**config.mk**
```make
export PLATFORM = sky130hd
export DESIGN_NAME = sa_cache_lookup
export DESIGN_NICKNAME = d
export VERILOG_FILES = /design/src/rtl/cache_pkg.sv /design/src/rtl/cache_way_match.sv /design/src/rtl/cache_way_mux.sv /design/src/rtl/cache_lru.sv /design/src/rtl/sa_cache_lookup.sv
export SDC_FILE = /design/constraint.sdc
export NUM_CORES = 2
export LEC_CHECK = 0
export BUFFER_PORTS_ARGS = -buffer_cell sky130_fd_sc_hd__buf_2
export CORE_UTILIZATION = 63
export CTS_CLUSTER_DIAMETER = 200
export DETAILED_ROUTE_END_ITERATION = 8
export HOLD_SLACK_MARGIN = 0.06
export PLACE_DENSITY = 0.8
export SKIP_LAST_GASP = 1
export SLEW_MARGIN = 10
export SYNTH_ARGS = -nofsm -noshare
export SYNTH_HDL_FRONTEND = slang
export SYNTH_SLANG_ARGS = --single-unit
```
**constraint.sdc**
```tcl
create_clock -name clk_i -period 4.8 [get_ports clk_i]
set_input_delay 0.24 -clock clk_i [delete_from_list [all_inputs] [get_ports clk_i]]
set_output_delay 0.24 -clock clk_i [all_outputs]
set_load 0.05 [all_outputs]
```
**src/rtl/cache_pkg.sv**
```systemverilog
package cache_pkg;
  typedef enum logic [0:0] {
    ST_IDLE = 1'b0,
    ST_MISS = 1'b1
  } ctl_state_e;
endpackage

```
**src/rtl/cache_way_match.sv**
```systemverilog
module cache_way_match #(
  parameter int WAYS  = 4,
  parameter int TAG_W = 8
) (
  input  logic                        clk_i,
  input  logic                        rst_ni,
  input  logic                        check_i,
  input  logic [WAYS-1:0]             valid_i,
  input  logic [WAYS-1:0][TAG_W-1:0]  tags_i,
  input  logic [TAG_W-1:0]            tag_i,
  output logic [WAYS-1:0]             match_o,
  output logic                        hit_o
);
  for (genvar g = 0; g < WAYS; g++) begin : g_cmp
    assign match_o[g] = valid_i[g] && (tags_i[g] == tag_i);
  end
  assign hit_o = |match_o;


  single_match_chk: assert property (@(posedge clk_i) disable iff (!rst_ni)
    check_i |-> $onehot0(match_o));
endmodule

```
**src/rtl/cache_way_mux.sv**
```systemverilog
module cache_way_mux #(
  parameter int WAYS   = 4,
  parameter int DATA_W = 32
) (
  input  logic [WAYS-1:0]              sel_i,
  input  logic [WAYS-1:0][DATA_W-1:0]  data_i,
  output logic [DATA_W-1:0]            data_o
);
  // one-hot select from the comparators, AND-OR tree
  always_comb begin
    data_o = '0;
    for (int w = 0; w < WAYS; w++) begin
      data_o = data_o | (data_i[w] & {DATA_W{sel_i[w]}});
    end
  end
endmodule

```
**src/rtl/cache_lru.sv**
```systemverilog
module cache_lru #(
  parameter int SETS = 8,
  parameter int WAYS = 4,
  localparam int IDX_W = $clog2(SETS),
  localparam int AGE_W = $clog2(WAYS)
) (
  input  logic             clk_i,
  input  logic             rst_ni,
  input  logic             touch_i,
  input  logic [IDX_W-1:0] touch_set_i,
  input  logic [AGE_W-1:0] touch_way_i,
  input  logic [IDX_W-1:0] query_set_i,
  input  logic [WAYS-1:0]  valid_i,
  output logic [AGE_W-1:0] victim_o
);
  // age 0 = most recent, WAYS-1 = least recent; ages per set form a permutation
  logic [WAYS-1:0][AGE_W-1:0] age_q [SETS];
  logic [WAYS-1:0]            oldest_oh;
  logic                       found;

  always_ff @(posedge clk_i or negedge rst_ni) begin
    if (!rst_ni) begin
      for (int s = 0; s < SETS; s++)
        for (int w = 0; w < WAYS; w++)
          age_q[s][w] <= AGE_W'(w);
    end else if (touch_i) begin
      for (int w = 0; w < WAYS; w++) begin
        if (AGE_W'(w) == touch_way_i)
          age_q[touch_set_i][w] <= '0;
        else if (age_q[touch_set_i][w] < age_q[touch_set_i][touch_way_i])
          age_q[touch_set_i][w] <= age_q[touch_set_i][w] + 1'b1;
      end
    end
  end

  always_comb begin
    victim_o = '0;
    found    = 1'b0;
    for (int w = 0; w < WAYS; w++) begin
      oldest_oh[w] = (age_q[query_set_i][w] == AGE_W'(WAYS - 1));
      if (!valid_i[w] && !found) begin
        victim_o = AGE_W'(w);
        found    = 1'b1;
      end
    end
    if (!found)
      for (int w = 0; w < WAYS; w++)
        if (oldest_oh[w]) victim_o = AGE_W'(w);
  end


  lru_order_chk: assert property (@(posedge clk_i) disable iff (!rst_ni)
    $onehot(oldest_oh));
endmodule

```
**src/rtl/sa_cache_lookup.sv**
```systemverilog
module sa_cache_lookup
  import cache_pkg::*;
#(
  parameter int ADDR_W = 16,
  parameter int SETS   = 8,
  parameter int WAYS   = 4,
  parameter int DATA_W = 32,
  localparam int OFF_W = $clog2(DATA_W / 8),
  localparam int IDX_W = $clog2(SETS),
  localparam int TAG_W = ADDR_W - OFF_W - IDX_W,
  localparam int BLK_W = ADDR_W - OFF_W,
  localparam int WAY_W = $clog2(WAYS)
) (
  input  logic              clk_i,
  input  logic              rst_ni,
  input  logic              lookup_valid_i,
  input  logic [ADDR_W-1:0] lookup_addr_i,
  output logic              ready_o,
  output logic              resp_valid_o,
  output logic              resp_hit_o,
  output logic [DATA_W-1:0] resp_data_o,
  output logic              mem_req_o,
  output logic [BLK_W-1:0]  mem_addr_o,
  input  logic              mem_fill_valid_i,
  input  logic [DATA_W-1:0] mem_fill_data_i
);
  ctl_state_e                  state_q;
  logic [WAYS-1:0]             valid_q [SETS];
  logic [WAYS-1:0][TAG_W-1:0]  tag_q   [SETS];
  logic [WAYS-1:0][DATA_W-1:0] data_q  [SETS];
  logic [BLK_W-1:0]            blk_q;
  logic                        resp_valid_q, resp_hit_q;
  logic [DATA_W-1:0]           resp_data_q;

  logic [IDX_W-1:0] look_set, miss_set;
  logic [TAG_W-1:0] look_tag, miss_tag;
  logic [WAYS-1:0]  match;
  logic             hit;
  logic [DATA_W-1:0] hit_data;
  logic [WAY_W-1:0] hit_way, victim;
  logic             accept, fill;

  assign look_set = lookup_addr_i[OFF_W +: IDX_W];
  assign look_tag = lookup_addr_i[ADDR_W-1 -: TAG_W];
  assign miss_set = blk_q[IDX_W-1:0];
  assign miss_tag = blk_q[BLK_W-1 -: TAG_W];
  assign accept   = (state_q == ST_IDLE) && lookup_valid_i;
  assign fill     = (state_q == ST_MISS) && mem_fill_valid_i;

  cache_way_match #(.WAYS(WAYS), .TAG_W(TAG_W)) u_match (
    .clk_i   (clk_i),
    .rst_ni  (rst_ni),
    .check_i (accept),
    .valid_i (valid_q[look_set]),
    .tags_i  (tag_q[look_set]),
    .tag_i   (look_tag),
    .match_o (match),
    .hit_o   (hit)
  );

  cache_way_mux #(.WAYS(WAYS), .DATA_W(DATA_W)) u_mux (
    .sel_i  (match),
    .data_i (data_q[look_set]),
    .data_o (hit_data)
  );

  always_comb begin
    hit_way = '0;
    for (int w = 0; w < WAYS; w++)
      if (match[w]) hit_way = WAY_W'(w);
  end

  cache_lru #(.SETS(SETS), .WAYS(WAYS)) u_lru (
    .clk_i       (clk_i),
    .rst_ni      (rst_ni),
    .touch_i     ((accept && hit) || fill),
    .touch_set_i (fill ? miss_set : look_set),
    .touch_way_i (fill ? victim : hit_way),
    .query_set_i (miss_set),
    .valid_i     (valid_q[miss_set]),
    .victim_o    (victim)
  );

  always_ff @(posedge clk_i or negedge rst_ni) begin
    if (!rst_ni) begin
      state_q      <= ST_IDLE;
      blk_q        <= '0;
      resp_valid_q <= 1'b0;
      resp_hit_q   <= 1'b0;
      resp_data_q  <= '0;
      for (int s = 0; s < SETS; s++) begin
        valid_q[s] <= '0;
        tag_q[s]   <= '0;
        data_q[s]  <= '0;
      end
    end else begin
      resp_valid_q <= 1'b0;
      if (accept) begin
        if (hit) begin
          resp_valid_q <= 1'b1;
          resp_hit_q   <= 1'b1;
          resp_data_q  <= hit_data;
        end else begin
          state_q <= ST_MISS;
          blk_q   <= lookup_addr_i[ADDR_W-1:OFF_W];
        end
      end else if (fill) begin
        valid_q[miss_set][victim] <= 1'b1;
        tag_q[miss_set][victim]   <= miss_tag;
        data_q[miss_set][victim]  <= mem_fill_data_i;
        resp_valid_q <= 1'b1;
        resp_hit_q   <= 1'b0;
        resp_data_q  <= mem_fill_data_i;
        state_q      <= ST_IDLE;
      end
    end
  end

  assign ready_o      = (state_q == ST_IDLE);
  assign resp_valid_o = resp_valid_q;
  assign resp_hit_o   = resp_hit_q;
  assign resp_data_o  = resp_data_q;
  assign mem_req_o    = (state_q == ST_MISS);
  assign mem_addr_o   = blk_q;


  req_hold_chk: assert property (@(posedge clk_i) disable iff (!rst_ni)
    (mem_req_o && !mem_fill_valid_i) |=> (mem_req_o && $stable(mem_addr_o)));

  fill_resp_chk: assert property (@(posedge clk_i) disable iff (!rst_ni)
    (mem_req_o && mem_fill_valid_i) |=>
      (resp_valid_o && !resp_hit_o && resp_data_o == $past(mem_fill_data_i) && ready_o));

  busy_ignore_chk: assert property (@(posedge clk_i) disable iff (!rst_ni)
    (!ready_o && lookup_valid_i && !mem_fill_valid_i) |=> !resp_valid_o);

  hit_no_req_chk: assert property (@(posedge clk_i) disable iff (!rst_ni)
    (resp_valid_o && resp_hit_o) |-> (!mem_req_o && $past(ready_o && lookup_valid_i)));
endmodule

```
# Word level (Yosys, flattened, before mapping)
# Cells that the tools add are included.
[totals]
input_bits = 52
ff_bits = 1521
[op_classes]
muxes = 85
eq_ne = 13
addsub = 4
order_cmp = 12
bitwise_logic = 22
reduce_logical = 26
[op_table]
columns = ["operator", "n"]
rows = [
  ["1024-bit bitwise mux", 1],
  ["64-bit 2-to-1 mux", 11],
  ["128-bit binary-select mux with 3-bit select", 1],
  ["128-bit demux with 3-bit select", 1],
  ["128-bit 2-to-1 mux", 3],
  ["352-bit bitwise mux", 1],
  ["64-bit bitwise AND", 4],
  ["64-bit bitwise mux", 4],
  ["64-bit NOT", 4],
  ["44-bit binary-select mux with 3-bit select", 1],
  ["44-bit demux with 3-bit select", 1],
  ["44-bit 2-to-1 mux", 3],
  ["32-bit bitwise AND", 4],
  ["32-bit 2-to-1 mux", 4],
  ["32-bit OR", 4],
  ["8-bit demux with 3-bit select", 4],
  ["32-bit demux with 2-bit select", 1],
  ["8-bit binary-select mux with 3-bit select", 2],
  ["11-bit == test", 4],
  ["8-bit 2-to-1 mux", 5],
  ["4-bit binary-select mux with 3-bit select", 2],
  ["2-bit 2-to-1 mux", 12],
  ["4-bit 2-to-1 mux", 6],
  ["11-bit demux with 2-bit select", 1],
  ["other kinds (26)", 78],
]

# Logic depth before layout (Yosys ltp)
[logic_depth]
ltp_word = 36
mapped_depth = 20
depth_no_buf = 13

# Modules after synthesis
# From an unflattened synthesis, not the netlist that was laid out.
[unflattened]
cells_unflattened = 4522
hier_area_um2 = 70540.2
[modules_own_cells]
columns = ["module", "cells_per_inst", "seq_area_each_um2", "instances", "area_per_inst_um2"]
rows = [
  ["sa_cache_lookup", 3956, 36460.0, 1, 65283.9],
  ["cache_lru", 386, 1641.6, 1, 3976.3],
  ["cache_way_mux", 108, 0.0, 1, 705.7],
  ["cache_way_match", 72, 0.0, 1, 574.3],
]

# Worst setup path before layout
# Ideal clock, no wire load.
[synth_timing]
path_kind = "reg-to-reg"
startpoint = "register blk_q[1] (netlist: mem_addr_o[1])"
endpoint = "register u_lru.age_q[12] in the netlist's numbering"
slack_ps = 836
t_arrival_ps = 3843
period_less_slack_ps = 3964
required_time_ps = 4679
path_stages_with_launch = 14
path_cell_list = "dfrtp_1 buf_2 buf_4 mux2_2 a311oi_1 mux2i_1 a221oi_1 a21o_2 nand2_4 mux4_2 buf_6 nor3_4 o211ai_1 a22o_1"
[synth_between]
elab_chain_cells = 36
word_cells_on_any_way = 82
[synth_lines]
columns = ["item", "line_no", "rtl"]
rows = [
  ["start: declaration", "sa_cache_lookup.sv:31", "logic [BLK_W-1:0] blk_q;"],
  ["start signal: assignment", "sa_cache_lookup.sv:105", "blk_q <= lookup_addr_i[ADDR_W-1:OFF_W];"],
  ["3-bit NOT with 4-bit output (implied by the code)", "cache_lru.sv:40, sa_cache_lookup.sv:80", ""],
  ["4-bit binary-select mux with 3-bit select", "sa_cache_lookup.sv:80", ".valid_i (valid_q[miss_set]),"],
  ["4-bit 2-to-1 mux (implied by the code) (2 in a row)", "sa_cache_lookup.sv:80", ""],
  ["1-bit zero test", "cache_lru.sv:41", "if (!valid_i[w] && !found) begin"],
  ["1-bit logical AND", "cache_lru.sv:41", ""],
  ["1-bit 2-to-1 mux", "cache_lru.sv:41", ""],
  ["1-bit zero test", "cache_lru.sv:41", ""],
  ["1-bit logical AND", "cache_lru.sv:41", ""],
  ["[19 not listed]", "-", ""],
  ["64-bit 2-to-1 mux", "cache_lru.sv:26", "end else if (touch_i) begin"],
  ["64-bit bitwise mux", "cache_lru.sv:31", "age_q[touch_set_i][w] <= age_q[touch_set_i][w] + 1'b1;"],
  ["64-bit 2-to-1 mux", "cache_lru.sv:30", "else if (age_q[touch_set_i][w] < age_q[touch_set_i][touch_way_i])"],
  ["64-bit 2-to-1 mux", "cache_lru.sv:28", "if (AGE_W'(w) == touch_way_i)"],
  ["64-bit 2-to-1 mux", "cache_lru.sv:26", ""],
  ["64-bit bitwise mux", "cache_lru.sv:31", ""],
  ["64-bit 2-to-1 mux", "cache_lru.sv:30", ""],
  ["64-bit 2-to-1 mux (*)", "cache_lru.sv:28", ""],
  ["end signal: indexed assignment", "cache_lru.sv:25", "age_q[s][w] <= AGE_W'(w);"],
  ["end signal: indexed assignment", "cache_lru.sv:31", ""],
  ["end: declaration", "cache_lru.sv:17", "logic [WAYS-1:0][AGE_W-1:0] age_q [SETS];"],
]
# Mark *: on every way between the ends. The rest lies on a longest branch, timed or not. The select of a mux whose other input is x is not followed.
# A chain may end at the register's enable or synchronous reset.

# Final worst setup path
[layout_timing]
startpoint = "register blk_q[0] (netlist: mem_addr_o[0])"
endpoint = "register u_lru.age_q[42] in the netlist's numbering"
# Same word-level chain as after synthesis.

==> impl_metrics.ini <==
[outcome]
outcome = completed

[detailed_routing]
routed_wl_um = 182000
drt-initial-drc-count = 3870
wl_per_cell_um = 28.6
dr.pass1.iters = 8
drc = 0
postRouteAntennaNets = 0
vias_per_cell = 6.69
vias = 42500

[place]
numPortBuffers = 99
place_hpwl_um = 105000
place_congestion = 0.972

[yosys]
netlist_top_cells_count = mux2_2 (1,528), dfrtp_1 (1,489), clkbuf_1 (341)
synth_warnings = 0
synth.area.top_cells = dfrtp_1 (53%), mux2_2 (24%), mux4_2 (11%)
yosysTopAreaCell = dfrtp_1
netlist_area_um2 = 70600
syn_nets = 4745
synthMostInstantiatedCell = mux2_2
ys_types = 87
synth_edf_count = 0
synth-seq-cells = 1521
ys_seq_area_frac = 0.539
avgSynthCellArea_um2 = 15.1
syn_inst = 4693
dominantRegCellSynth = dfrtp_1
yosysTopAreaCellShare = 0.527
async_flop_share = 1.00

[grt]
grt_overflow = 0
antenna_found_initial = 6
grt_pass1_vias = 44800
grt_use_total = 0.332
grt_max_degree = 199
grt_pass1_wl_um = 281000

[power]
clockPowerShare = 0.310
p_int_mw = 29.8
p_leak_nw = 37.4
power_mw = 41.3
switching_power_mw = 11.4
swShare = 0.277
pwr-share-comb = 0.228
ir_worst_vdd_mv = 0.468
power_frac_seq = 0.462
p_per_area_nw_per_um2 = 520

[timing]
relSlewSlack = 0.107
fin_crit_ns = 4.39
slew_violations = 0
rsz0062_at_grt = false
fmax_ghz = 0.228
setup_violations = 0
timing.final.crit_share = 0.914
tightest_slew_ns = 1.33
hold-worst-slack_ns = 0.0679
setup_tns_ns = 0
finalClockSkew_ns = 0.0383
hold_viol = 0

[critical_path]
crit_fanout = 19
max_stage_delay_ns = 0.76
arrival_ns = 5.07
crit_family = compound AO/OA/AOI/OAI gates
path_class = reg2reg
crit_path_end_kind = flip-flop
r2r_cells = 12
path_buf_inv = 2
cp.required_ns = 5.48
rrSetupSlack_ns = 0.41
crit_path_top_delay_cell = dfrtp_2
reg2reg_to = u_lru.age_q[42]$_DFFE_PN1P_
crit_chain = inv_1, mux2i_1, nor2_1, o211a_1, a221oi_1, a21o_2, nand2_4, buf_4, mux4_2, a211oi_2, a211oi_1, o22ai_1
rr_startpoint = mem_addr_o[0]$_DFFE_PN0P_
cp-start-kind = flip-flop

[final_layout]
syn_to_final_growth_pct = 12.4
register_area_um2 = 38100
multi_input_area_um2 = 30800
layout-drive-gt1-share = 0.520
num-fill-cells = 6912
nets = 4787

[floorplan]
boundaryPins = 102
fp-row-count = 122
start_util = 0.637
die_h_um = 337
coreArea_um2 = 111000
die_area_um2 = 113000
fp.dieW_um = 337

[clocking]
cts_made_buffers = 156
cts_max_level = 4
cts.sinks = 1521
root_buffer = clkbuf_16
cts_buffer_depth = 3
cts_tree = done
insertion_delay_ns = 0.79
cts.repair.resized = 0
clk_transition_reported_paths_ns = 0.06

[flow_run]
maxCapViolations = 0

[min_path]
hold_path.class = in2async
[kinds of logic (layout without fill, tap and decap cells)]
group | after synthesis | after routing | synth area share
buffers and inverters | 469 | 637 | 0.0283
AO/OA/AOI/OAI | 373 | 373 | 0.0383
AND/OR/NAND/NOR | 342 | 342 | 0.0244
multiplexers | 1951 | 1951 | 0.365
XOR/XNOR | 37 | 37 | 0.00459
flip-flops | 1521 | 1521 | 0.539
other | 0 | 1 | 0
[power by group through the flow]
stage          clock [mW]  sequential (mW)  combinational [mW]
2_1_floorplan           0             18.6                7.07
3_3_place_gp            0             18.9                8.96
3_5_place_dp            0             19.2                9.31
4_1_cts              12.9             19.0                9.42
5_1_grt              13.4             19.5                10.1
6_report             12.8             19.1                9.41
[cell usage in the layout (no fill, tap or decap), types with 22 or more instances in the layout]
cell	synthesis	final
a21oi_1	79	79
a222oi_1	32	32
a22o_1	23	23
a22oi_1	43	43
buf_12	4	63
buf_2	17	95
buf_4	7	122
clkbuf_1	341	28
clkbuf_16	0	160
clkbuf_8	0	41
clkinv_2	0	24
dfrtp_1	1489	1488
dfstp_2	32	32
dlygate4sd3_1	0	29
inv_1	39	39
mux2_2	1528	1528
mux2i_1	79	79
mux4_2	334	334
nand2_1	141	124
nand2b_1	22	22
nor2_1	59	41
o21ai_0	58	58
xnor2_1	26	26
[cell type report]
class                      instances  share of cell area
sequential                      1521               0.480
multi-input combinational       2703               0.388
clock buffer                     229              0.0589
timing repair buffer             312              0.0376
tap                             1488              0.0235
clock inverter                    55             0.00974
inverter                          41             0.00194
antenna                            1           0.0000315
[state kept, by name, summed over array words and instances (netlist names)]
signal / flops
mem_addr_o: 14
resp_data_o: 32
valid_q: 32
resp_hit_o: 1
u_lru.age_q: 64
data_q: 1024
mem_req_o: 1
tag_q: 352
resp_valid_o: 1
[routing by layer]
metal | up-vias | share of wire | GRT usage
met5 | - | 0.00017 | 0
met3 | 377 | 0.066 | 0.0514
met1 | 23000 | 0.42 | 0.475
li1 | 17600 | - | -
met4 | 6 | 0.038 | 0.131
met2 | 1557 | 0.47 | 0.518
[metrics by stage]
step | cell area (µm²) | std cells | worst slack, ns | util
2_1_floorplan | 70600 | 4693 | 0.836 | -
3_3_place_gp | 73600 | 6036 | 0.207 | 0.663
3_5_place_dp | 73600 | 6036 | 0.203 | 0.663
4_1_cts | 79400 | 6349 | 0.547 | 0.715
5_1_grt | 79400 | 6350 | 0.223 | 0.715
6_report | 79400 | 6350 | 0.413 | 0.715
[worst max path at each step]
stage                         startpoint                          end  slack [ns]  cells after the start
2_1_floorplan  mem_addr_o[1]$_DFFE_PN0P_  u_lru.age_q[12]$_DFFE_PN0P_        0.84                     13
3_3_place_gp            lookup_addr_i[3]  u_lru.age_q[38]$_DFFE_PN1P_        0.21                     13
3_5_place_dp            lookup_addr_i[3]  u_lru.age_q[38]$_DFFE_PN1P_        0.20                     12
4_1_cts                 lookup_addr_i[2]  u_lru.age_q[14]$_DFFE_PN1P_        0.55                     14
5_1_grt        mem_addr_o[0]$_DFFE_PN0P_   u_lru.age_q[3]$_DFFE_PN0P_        0.22                     12
6_report       mem_addr_o[0]$_DFFE_PN0P_  u_lru.age_q[42]$_DFFE_PN1P_        0.41                     12
[timing repair]
action | in CTS | in global routing
setup buffers | 0 | 0
hold endpoints to repair | 268 | 0
hold buffers | 29 | 0
(Power assumes the default switching activity.)
